==> config.mk <==
export PLATFORM = sky130hd
export DESIGN_NAME = excvec_fetch
export DESIGN_NICKNAME = d
export VERILOG_FILES = /design/src/rtl/excvec_pkg.sv /design/src/rtl/excvec_sau.sv /design/src/rtl/excvec_fault.sv /design/src/rtl/excvec_fetch.sv
export SDC_FILE = /design/constraint.sdc
export NUM_CORES = 1
export LEC_CHECK = 0
export CAP_MARGIN = 20
export CELL_PAD_IN_SITES_DETAIL_PLACEMENT = 1
export CELL_PAD_IN_SITES_GLOBAL_PLACEMENT = 1
export CORE_ASPECT_RATIO = 1.25
export CORE_MARGIN = 1.5
export CORE_UTILIZATION = 24
export DETAILED_ROUTE_END_ITERATION = 8
export PLACE_DENSITY_LB_ADDON = 0.25
export SYNTH_ARGS = -nofsm -noshare
export SYNTH_HDL_FRONTEND = slang
export SYNTH_SLANG_ARGS = --single-unit
export TNS_END_PERCENT = 10
==> constraint.sdc <==
create_clock -name clk -period 24.3 [get_ports clk]
set_input_delay 7.29 -clock clk [delete_from_list [all_inputs] [get_ports clk]]
set_output_delay 7.29 -clock clk [all_outputs]
set_load 0.005 [all_outputs]
==> src/rtl/excvec_pkg.sv <==
package excvec_pkg;
    localparam int ADDR_W   = 32;
    localparam int GRAN_LSB = 5;
    localparam int BLK_W    = ADDR_W - GRAN_LSB;
    localparam int HARDFAULT_NUM = 3;

    typedef enum logic [2:0] {
        ST_IDLE,
        ST_REQ,
        ST_WAIT,
        ST_OK,
        ST_BAD
    } fetch_st_t;

    typedef struct packed {
        logic [ADDR_W-1:0] addr;
        logic              secure;
    } vreq_t;

    function automatic logic [ADDR_W-1:0] vec_addr(
        input logic [ADDR_W-1:0] base,
        input logic [ADDR_W-3:0] idx
    );
        return base + {idx, 2'b00};
    endfunction
endpackage

==> src/rtl/excvec_sau.sv <==
module excvec_sau
    import excvec_pkg::*;
#(
    parameter int NREG = 4
) (
    input  logic [ADDR_W-1:0]           addr,
    input  logic [NREG-1:0]             en,
    input  logic [NREG-1:0]             nsc,
    input  logic [NREG-1:0][BLK_W-1:0]  base,
    input  logic [NREG-1:0][BLK_W-1:0]  limit,
    output logic                        is_ns
);
    localparam int CNT_W = $clog2(NREG + 1);

    logic [BLK_W-1:0] blk;
    logic [NREG-1:0]  hit;
    logic [NREG-1:0]  ns_hit;
    logic [CNT_W-1:0] nhits;

    assign blk = addr[ADDR_W-1:GRAN_LSB];

    for (genvar i = 0; i < NREG; i++) begin : g_reg
        assign hit[i]    = en[i] && (blk >= base[i]) && (blk <= limit[i]);
        assign ns_hit[i] = hit[i] && !nsc[i];
    end

    always_comb begin
        nhits = '0;
        for (int i = 0; i < NREG; i++) begin
            nhits = nhits + CNT_W'(hit[i]);
        end
    end

    assign is_ns = (nhits == CNT_W'(1)) && (|ns_hit);
endmodule

==> src/rtl/excvec_fault.sv <==
module excvec_fault #(
    parameter int EXC_W = 9,
    parameter int HF_NUM = 3
) (
    input  logic             clk,
    input  logic             rst,
    input  logic             fail_evt,
    input  logic [EXC_W-1:0] exc_q,
    input  logic             tgt_q,
    input  logic             fns_q,
    output logic             hfsr_vecttbl,
    output logic             hfsr_forced,
    output logic             hf_pend,
    output logic             hf_pend_secure,
    output logic             lockup
);
    logic is_hf;

    assign is_hf          = (exc_q == EXC_W'(HF_NUM));
    assign hf_pend        = fail_evt && !is_hf;
    assign hf_pend_secure = hf_pend && (tgt_q || !fns_q);

    always_ff @(posedge clk) begin
        if (rst) begin
            hfsr_vecttbl <= 1'b0;
            hfsr_forced  <= 1'b0;
            lockup       <= 1'b0;
        end else if (fail_evt) begin
            hfsr_vecttbl <= 1'b1;
            hfsr_forced  <= 1'b1;
            if (is_hf) begin
                lockup <= 1'b1;
            end
        end
    end
endmodule

==> src/rtl/excvec_fetch.sv <==
module excvec_fetch
    import excvec_pkg::*;
#(
    parameter int NREG    = 4,
    parameter int EXC_W   = 9,
    parameter bit SEC_EXT = 1'b1
) (
    input  logic                        clk,
    input  logic                        rst,
    input  logic                        start,
    input  logic [EXC_W-1:0]            exc_num,
    input  logic                        tgt_secure,
    input  logic                        faults_ns,
    input  logic [ADDR_W-1:0]           vbase_s,
    input  logic [ADDR_W-1:0]           vbase_ns,
    input  logic [NREG-1:0]             sau_en,
    input  logic [NREG-1:0]             sau_nsc,
    input  logic [NREG-1:0][BLK_W-1:0]  sau_base,
    input  logic [NREG-1:0][BLK_W-1:0]  sau_limit,
    output logic                        done,
    output logic                        fail,
    output logic [ADDR_W-1:0]           vector,
    output logic                        hfsr_vecttbl,
    output logic                        hfsr_forced,
    output logic                        hf_pend,
    output logic                        hf_pend_secure,
    output logic                        lockup,
    output logic                        bus_req_valid,
    input  logic                        bus_req_ready,
    output logic [ADDR_W-1:0]           bus_addr,
    output logic                        bus_secure,
    output logic                        bus_priv,
    input  logic                        bus_rsp_valid,
    input  logic [ADDR_W-1:0]           bus_rsp_data,
    input  logic                        bus_rsp_err
);
    fetch_st_t         st;
    vreq_t             req_q;
    logic [EXC_W-1:0]  exc_q;
    logic              tgt_q;
    logic              fns_q;
    logic [ADDR_W-1:0] vec_q;
    logic [ADDR_W-1:0] va;
    logic              va_ns;
    logic              refuse;
    logic              issue_sec;

    assign va = vec_addr(tgt_secure ? vbase_s : vbase_ns,
                         (ADDR_W-2)'(exc_num));

    if (SEC_EXT) begin : g_sec
        excvec_sau #(.NREG(NREG)) u_sau (
            .addr  (va),
            .en    (sau_en),
            .nsc   (sau_nsc),
            .base  (sau_base),
            .limit (sau_limit),
            .is_ns (va_ns)
        );
        assign refuse    = !va_ns && !tgt_secure;
        assign issue_sec = !va_ns;
    end else begin : g_nosec
        assign va_ns     = !tgt_secure;
        assign refuse    = 1'b0;
        assign issue_sec = tgt_secure;
    end

    always_ff @(posedge clk) begin
        if (rst) begin
            st    <= ST_IDLE;
            req_q <= '0;
            exc_q <= '0;
            tgt_q <= 1'b0;
            fns_q <= 1'b0;
            vec_q <= '0;
        end else begin
            unique case (st)
                ST_IDLE: if (start) begin
                    exc_q        <= exc_num;
                    tgt_q        <= tgt_secure;
                    fns_q        <= faults_ns;
                    req_q.addr   <= va;
                    req_q.secure <= issue_sec;
                    st           <= refuse ? ST_BAD : ST_REQ;
                end
                ST_REQ: if (bus_req_ready) begin
                    st <= ST_WAIT;
                end
                ST_WAIT: if (bus_rsp_valid) begin
                    if (bus_rsp_err) begin
                        st <= ST_BAD;
                    end else begin
                        vec_q <= bus_rsp_data;
                        st    <= ST_OK;
                    end
                end
                default: st <= ST_IDLE;
            endcase
        end
    end

    assign bus_req_valid = (st == ST_REQ);
    assign bus_addr      = req_q.addr;
    assign bus_secure    = req_q.secure;
    assign bus_priv      = 1'b1;
    assign done          = (st == ST_OK) || (st == ST_BAD);
    assign fail          = (st == ST_BAD);
    assign vector        = vec_q;

    excvec_fault #(.EXC_W(EXC_W), .HF_NUM(HARDFAULT_NUM)) u_fault (
        .clk            (clk),
        .rst            (rst),
        .fail_evt       (fail),
        .exc_q          (exc_q),
        .tgt_q          (tgt_q),
        .fns_q          (fns_q),
        .hfsr_vecttbl   (hfsr_vecttbl),
        .hfsr_forced    (hfsr_forced),
        .hf_pend        (hf_pend),
        .hf_pend_secure (hf_pend_secure),
        .lockup         (lockup)
    );
endmodule

==> results of run 1 <==
[state kept, by name, summed over array words and instances (netlist names)]
register	flops
bus_addr	32
vector	32
exc_q	9
st	3
bus_secure	1
fns_q	1
tgt_q	1
u_fault.hfsr_vecttbl	1
u_fault.lockup	1
[layout make-up]
| class | instances | area share (%) |
|---|---|---|
| diodes | 6 | 0.0989 |
| clock buffers | 11 | 1.60 |
| clock inverters | 5 | 0.420 |
| inverters | 229 | 5.66 |
| multi-input cells | 986 | 48.7 |
| flip-flops and latches | 81 | 10.7 |
| well taps | 552 | 4.55 |
| repair buffers | 436 | 28.3 |
[power by group through the flow]
stage | sequential, µW | combinational, µW | clock (µW)
floorplan | 149 | 158 | 0
global placement | 150 | 297 | 0
detailed placement | 150 | 306 | 0
CTS | 147 | 308 | 149
global route | 148 | 341 | 155
finish | 147 | 304 | 144
[cell usage after synthesis, drive strengths merged (5+ instances only)]
master / instances
and3: 10
nand4: 33
and4: 7
xor2: 11
o21ai: 37
nor2b: 16
and2: 6
mux2i: 21
nand2: 163
a21oi: 132
xnor2: 10
buf: 7
nor2: 49
or4: 8
nor3: 22
nor3b: 9
a221oi: 8
ha: 227
a211oi: 24
clkbuf: 30
nand3: 42
o31ai: 5
nor4: 6
o211ai: 6
nand3b: 16
o21a: 8
inv: 229
mux2: 10
a2111oi: 7
dfxtp: 81
a21o: 34
[worst max-delay path, stage by stage]
cell,delay [ns]
buf_2,0.07
buf_4,0.55
mux2_2,0.28
ha_1,0.16
inv_1,0.06
fa_1,0.40
nor2b_1,0.15
o21ai_1,0.09
a21boi_1,0.33
o311ai_2,0.25
a21oi_1,0.71
a31oi_1,0.18
nor3b_1,0.32
nor2_1,0.09
buf_4,0.19
ha_1,0.33
nand4_4,0.09
or4_4,0.59
nor4_1,0.40
a21oi_2,0.08
a211oi_1,0.22
ha_1,0.31
fa_1,0.37
ha_1,0.28
nor3b_1,0.52
or4_1,0.20
o2111a_1,0.16
o41a_1,0.12
[worst max path at each step]
stage	to	slack (ns)	cells past startpoint	from
2_1_floorplan	st[0]	10.36	29	tgt_secure
3_3_place_gp	st[0]	9.68	25	tgt_secure
5_1_grt	st[0]	9.24	27	tgt_secure
4_1_cts	st[0]	9.74	25	tgt_secure
3_5_place_dp	st[0]	9.41	25	tgt_secure
6_report	st[0]	9.74	28	tgt_secure
[through the flow]
step | total power [µW] | instance area [µm²] | util, %
2_1_floorplan | 307 | 10000 | -
3_3_place_gp | 446 | 14800 | 36.1
3_5_place_dp | 456 | 14900 | 36.1
4_1_cts | 605 | 15200 | 36.9
5_1_grt | 644 | 15200 | 36.9
6_report | 595 | 15200 | 36.9
[cell usage in the layout, fill, tap and decap left out, types with 27 or more instances in the layout]
cell type        count
clkdlybuf4s50_1    407
inv_1              229
ha_1               227
nand2_1            162
a21oi_1            130
dfxtp_1             81
nor2_1              49
nand3_1             42
a21o_1              34
o21ai_0             33
nand4_1             32
buf_4               27
[metal layers]
| layer | wire, µm | track usage [%] | vias up |
|---|---|---|---|
| met2 | 22600 | 36.9 | 281 |
| met4 | 1670 | 7.76 | 6 |
| met1 | 18900 | 24.7 | 5211 |
| met3 | 2290 | 3.55 | 77 |
| li1 | - | - | 5502 |
| met5 | 34 | 0 | - |
[cell families (layout without fill, tap and decap cells)]
logic type	Yosys count	after routing	share of synthesized area, %
simple gates	403	403	20.2
compound gates	301	301	19.6
buf+inv	266	681	10.2
fa+ha+maj	229	229	28.8
flops	81	81	16.2
mux	31	31	3.22
xor+xnor	21	21	1.84
other cells	1	7	0.0374
==> results.yml, run 1 <==
finish:
  fin_cells: 2306
  layout-drive-gt1-share_pct: 4.29
  n_fill_cell: 5008
  fin_nets: 2309
  syn2layout_area_growth_pct: 51.5
  multi_input_comb_area_mm2: 0.00739
  seq_area_mm2: 0.00162
power_and_ir_drop:
  powerDensity_mw_per_mm2: 39.2
  clkPwrFrac_pct: 24.2
  power_leakage_uw: 0.00705
  power_frac_comb_pct: 51.1
  switching_share_pct: 37.5
  seqPwrFrac_pct: 24.7
  power.switching_uw: 223
  p_int_uw: 372
  ir_worst_vdd_mv: 0.0347
critical_path:
  critPathKind: "in -> reg"
  r2r-start: "st[1]"
  worst-r2r-cell-count: 4
  start_kind: "input pin"
  cp-end-kind: "register"
  rrSetupSlack_ns: 21.93
  worst_ep_arrival_time_ns: 14.85
  cp.required_ns: 24.59
  r2r-end: "bus_addr[15]"
  crit_fanout: 49
clock_tree:
  cts_tree: "built"
  clock_path_buffers: 2
  insertion_delay_ns: 0.35
  postCtsHoldBufs: 0
  clkTransAtPathRegs_ns: 0.07
  cts.sinks: 81
  cts_max_level: 3
  cts_buffers: 9
  cts_resized: 0
  cts_setup_buffers: 0
  root_buffer: "clkbuf_16"
floorplan:
  start_util_pct: 24.4
  ioPinCount: 411
  fp.dieH_um: 231
  fp.dieArea_mm2: 0.0430
  die_x_um: 186
  core_area_mm2: 0.0411
  rows: 83
logic_synthesis:
  netlist_area_mm2: 0.0100
  ys_warn_count: 0
  synth_enable_flop_cells: 0
  ys_types: 78
  synth_seq_cells: 81
  async_flop_share_pct: 0
  synth_area_leaders: "ha_1 (28%), dfxtp_1 (16%), inv_1 (8.6%)"
  avgSynthCellArea_um2: 7.51
  yosys.area.top_type: "ha_1"
  synth_top_area_share_pct: 28.4
  synth_nets: 1899
  synthCells: 1333
  ys_seq_area_share_pct: 16.2
  synth_top_flop_cell: "dfxtp_1"
timing:
  drv_slew: 0
  hold_slack_ns: 0.450
  rsz0062_at_grt: "no"
  tns_ns: 0
  slew_headroom_pct: 29.3
  worst_slack_ns: 9.74
  max_freq_ghz: 0.0687
  fin_crit_sh_pct: 59.9
  skew_ns: 0.00968
  worst_slew_pin_slew_ns: 1.06
  finalHoldViolCount: 0
  min_period_ns: 14.56
  setup_viol: 0
route:
  drc: 0
  finalWirelength_um: 45400
  drt_iter0_drc: 432
  dr.pass1.iters: 5
  via_per_inst: 4.80
  wl_per_cell_um: 19.7
  drtAntennaViolNets: 0
  vias: 11100
global_route:
  grt-ovfl-total: 0
  grt_pass1_vias: 11800
  antenna_found_initial: 8
  grt_usage_pct: 20.8
  grt_max_degree: 99
  grt_pass1_wl_um: 67100
min_path:
  hold_end: "exc_q[2]"
  holdPathStages: 2
  hp-start: "exc_q[2]"
  hold_class: "reg -> reg"
run_status:
  outcome: "completed"
flow_run:
  max_cap_viol_count: 0
placed_design:
  dpl_worst_slack_ns: 9.41
  hpwl_um: 38100
  place_inst: 2284
  portBuffers: 409
  place.gp.congestion: 0.888
Power figures use the tool's default switching activity.
==> inputs of run 2 (changes only) <==
clock period = 11.8 ns   (was 24.3 ns; I/O delays follow)
==> results.yml, run 2 (synthesis results as in run 1) <==
critical_path:
  r2r-start: "st[1]"
  cp-end-kind: "register"
  rrSetupSlack_ns: 9.46
  crit_end: "st[0]"
  worst-r2r-cell-count: 5
  worst_ep_arrival_time_ns: 10.74
  critPathKind: "in -> reg"
  cp.required_ns: 12.09
  start_kind: "input pin"
  r2r-end: "bus_addr[19]"
  cp-startpoint: "tgt_secure"
  crit_fanout: 40
route:
  finalWirelength_um: 46300
  dr.pass1.iters: 4
  drtAntennaViolNets: 0
  vias: 11200
  drt_iter0_drc: 374
  wl_per_cell_um: 20.0
  drc: 0
  via_per_inst: 4.84
timing:
  worst_slew_pin_slew_ns: 0.985
  fin_crit_sh_pct: 88.6
  slew_headroom_pct: 34.3
  rsz0062_at_grt: "no"
  tns_ns: 0
  drv_slew: 0
  min_period_ns: 10.45
  max_freq_ghz: 0.0957
  finalHoldViolCount: 0
  hold_slack_ns: 0.455
  setup_viol: 0
  skew_ns: 0.00751
placed_design:
  hpwl_um: 39200
  portBuffers: 409
  place.gp.congestion: 0.894
finish:
  final_common_cell: "clkdlybuf4s50_1"
  fin_nets: 2314
  seq_area_mm2: 0.00162
  multi_input_comb_area_mm2: 0.00739
  n_fill_cell: 4948
  layout-drive-gt1-share_pct: 4.57
  syn2layout_area_growth_pct: 52.7
  layout_common_cells: "clkdlybuf4s50_1 (407), inv_1 (229), ha_1 (227), nand2_1 (162), a21oi_1 (130)"
floorplan:
  start_util_pct: 24.4
  core_area_mm2: 0.0411
  ioPinCount: 411
  fp.dieH_um: 231
  die_x_um: 186
  fp.dieArea_mm2: 0.0430
  rows: 83
clock_tree:
  root_buffer: "clkbuf_16"
  cts_setup_buffers: 0
  clock_path_buffers: 2
  cts_buffers: 9
  postCtsHoldBufs: 0
  cts_tree: "built"
  insertion_delay_ns: 0.34
  clkTransAtPathRegs_ns: 0.06
  cts.sinks: 81
  cts_max_level: 3
  cts_resized: 0
power_and_ir_drop:
  powerDensity_mw_per_mm2: 83.0
  power_leakage_uw: 0.00711
  ir_worst_vdd_mv: 0.0669
flow_run:
  max_cap_viol_count: 0
min_path:
  hold_class: "reg -> reg"
  hp-start: "vector[4]"
global_route:
  grt_pass1_vias: 11900
  antenna_found_initial: 12
  grt_use_met2_pct: 39.0
  grt-ovfl-total: 0
  grtUsageMet3_pct: 3.55
  grt_max_degree: 68
  use_met1_pct: 24.5
  grt_usage_pct: 21.3
  grt_pass1_wl_um: 68600
  busiest_layer: "met2"
run_status:
  outcome: "completed"
## run 2: worst min-delay path by stage
stage                 end  slack [ns]  depth (start not counted)
4_1_cts         vector[4]        0.46                          2
3_5_place_dp    vector[4]        0.45                          2
6_report        vector[4]        0.46                          2
5_1_grt        vector[22]        0.48                          2
3_3_place_gp     exc_q[2]        0.44                          2
2_1_floorplan    exc_q[6]        0.43                          2
## run 2: worst max-delay path, stage by stage
cell and delay, ns:
buf_2 0.29, buf_4 0.54, mux2_2 0.40, ha_1 0.35, a21boi_1 0.35, o311ai_2 0.23
a21oi_1 0.67, a31oi_1 0.19, nor3b_1 0.29, nor2_1 0.08, buf_4 0.19, ha_1 0.33
nand4_4 0.09, or4_4 0.60, nor4_1 0.39, a21oi_2 0.07, a211oi_1 0.21, ha_1 0.31
fa_1 0.37, ha_1 0.28, nor3b_1 0.45, or4_1 0.19, o2111a_1 0.16, o41a_1 0.13
## run 2: cell type report
cell class	count	area share, %
well taps	552	4.52
diodes	9	0.147
clock buffers	10	1.56
flip-flops and latches	81	10.6
multi-input cells	986	48.3
repair buffers	441	28.6
clock inverters	5	0.679
inverters	229	5.62
## run 2: routing by layer
layer / vias to the layer above / wire, µm
met5: - / 47
met1: 5319 / 18900
met2: 277 / 23700
li1: 5518 / -
met3: 73 / 2250
met4: 8 / 1470
## run 2: power breakdown
group / internal (µW) / switching [µW]
clock network: 212 / 119
registers: 292 / 11.6
logic: 307 / 329
## run 2: metrics by stage
step | instances | util (%) | total power [µW] | instance area (µm²) | setup slack [ns]
after global routing | 2311 | 37.2 | 1370 | 15300 | 0.877
after CTS | 2304 | 37.1 | 1290 | 15300 | 1.28
after floorplan | 1333 | - | 633 | 10000 | 1.61
final | 2313 | 37.2 | 1270 | 15300 | 1.35
after global placement | 2287 | 36.2 | 924 | 14900 | 1.09
after detailed placement | 2289 | 36.3 | 949 | 14900 | 0.968
==> inputs of run 3 (changes only) <==
SLEW_MARGIN = 20   (was default)
==> results.yml, run 3 (synthesis results as in run 1) <==
run_status:
  outcome: "completed"
placed_design:
  place.gp.congestion: 0.894
  hpwl_um: 39100
  portBuffers: 409
min_path:
  hold_class: "reg -> reg"
finish:
  final_common_cell: "clkdlybuf4s50_1"
  fin_nets: 2312
  utilization_pct: 37.0
  syn2layout_area_growth_pct: 51.9
  layout_common_cells: "clkdlybuf4s50_1 (407), inv_1 (229), ha_1 (227), nand2_1 (161), a21oi_1 (130)"
  layout-drive-gt1-share_pct: 4.57
floorplan:
  ioPinCount: 411
  start_util_pct: 24.4
  die_x_um: 186
  fp.dieArea_mm2: 0.0430
  fp.dieH_um: 231
  rows: 83
  core_area_mm2: 0.0411
route:
  drtAntennaViolNets: 0
  wl_per_cell_um: 20.1
  drc: 0
  via_per_inst: 4.86
  dr.pass1.iters: 4
  drt_iter0_drc: 395
  finalWirelength_um: 46300
  vias: 11200
critical_path:
  start_kind: "input pin"
  cp.required_ns: 12.09
  crit_slowest_cell: "o32ai_2"
  critPathKind: "in -> reg"
  crit_fanout: 40
  crit_family: "compound AO/OA/AOI/OAI gates"
  cp_num_buf_inv: 2
  cp-end-kind: "register"
  worst_ep_arrival_time_ns: 10.81
  path_cells: "buf_2 -> buf_4 -> mux2_2 -> ha_1 -> a21boi_1 -> o311ai_2 -> a2111oi_2 -> a21oi_1 -> o32ai_2 -> ha_1 -> nand4_1 -> nor4_1 -> a211oi_1 -> o21ai_0 -> a21oi_1 -> a211oi_1 -> ha_1 -> fa_1 -> ha_1 -> nor3b_1 -> or4_1 -> o2111a_1 -> o41a_1"
  crit_top_cell: "ha_1"
  cp_slowest_stage_delay_ns: 0.91
timing:
  skew_ns: 0.00814
  max_freq_ghz: 0.0950
  tns_ns: 0
  fin_crit_sh_pct: 89.2
  worst_slew_pin_slew_ns: 1.05
  finalHoldViolCount: 0
  slew_headroom_pct: 30.1
  min_period_ns: 10.52
  rsz0062_at_grt: "no"
  setup_viol: 0
  drv_slew: 0
clock_tree:
  root_buffer: "clkbuf_16"
  cts_setup_buffers: 0
  clkTransAtPathRegs_ns: 0.06
  clock_path_buffers: 2
  cts_buffers: 9
  cts_max_level: 3
  postCtsHoldBufs: 0
  cts.sinks: 81
  cts_resized: 0
  insertion_delay_ns: 0.35
  cts_tree: "built"
power_and_ir_drop:
  powerDensity_mw_per_mm2: 82.2
  power_leakage_uw: 0.00707
  ir_worst_vdd_mv: 0.0730
flow_run:
  max_cap_viol_count: 0
global_route:
  grt_pass1_wl_um: 68900
  grt_usage_pct: 21.4
  grt_max_degree: 68
  grt-ovfl-total: 0
  grt_pass1_vias: 12000
  antenna_found_initial: 11
## run 3: layer usage
layer / GRT usage (%) / up-vias / wire [µm]
met2: 38.7 / 280 / 23500
li1: - / 5524 / -
met4: 8.69 / 4 / 1740
met5: 0 / - / 24
met1: 24.5 / 5349 / 19000
met3: 3.61 / 81 / 2120
## run 3: power by group
part	switching, µW	internal, µW	leakage (µW)
combinational	330	307	0.00625
sequential	11.4	292	0.000661
clock	120	191	0.000160
total	462	789	0.00707
## run 3: final cells by class
cell class	count	area (µm²)
fill	5019	25900
multi-input combinational	986	7390
timing repair buffer	439	4310
sequential	81	1620
inverter	229	860
tap	552	691
clock buffer	11	243
clock inverter	5	78.8
antenna	7	17.5
## run 3: worst paths after layout
path	from	to	slack, ns	depth (start not counted)
min reg2reg	exc_q[2]	exc_q[2]	0.45	2
min	exc_q[2]	exc_q[2]	0.45	2
max reg2reg	st[1]	bus_addr[19]	9.49	5
max	tgt_secure	st[0]	1.28	23
## run 3: worst min-delay path, delay by kind of cell, from the launching register on
family             cells  cell delay [ns]
AOI/OAI and AO/OA      1             0.05
DFF                    1             0.31
and+or+nand+nor        1             0.05
## run 3: metrics by stage
stage | instances | setup slack (ns) | total power, µW | instance area, µm² | hold slack (ns)
floorplan | 1333 | 1.61 | 633 | 10000 | 0.431
global placement | 2287 | 1.09 | 924 | 14900 | 0.440
detailed placement | 2287 | 0.938 | 949 | 14900 | 0.448
CTS | 2303 | 1.27 | 1270 | 15200 | 0.457
global route | 2310 | 0.924 | 1350 | 15200 | 0.477
finish | 2310 | 1.28 | 1250 | 15200 | 0.453
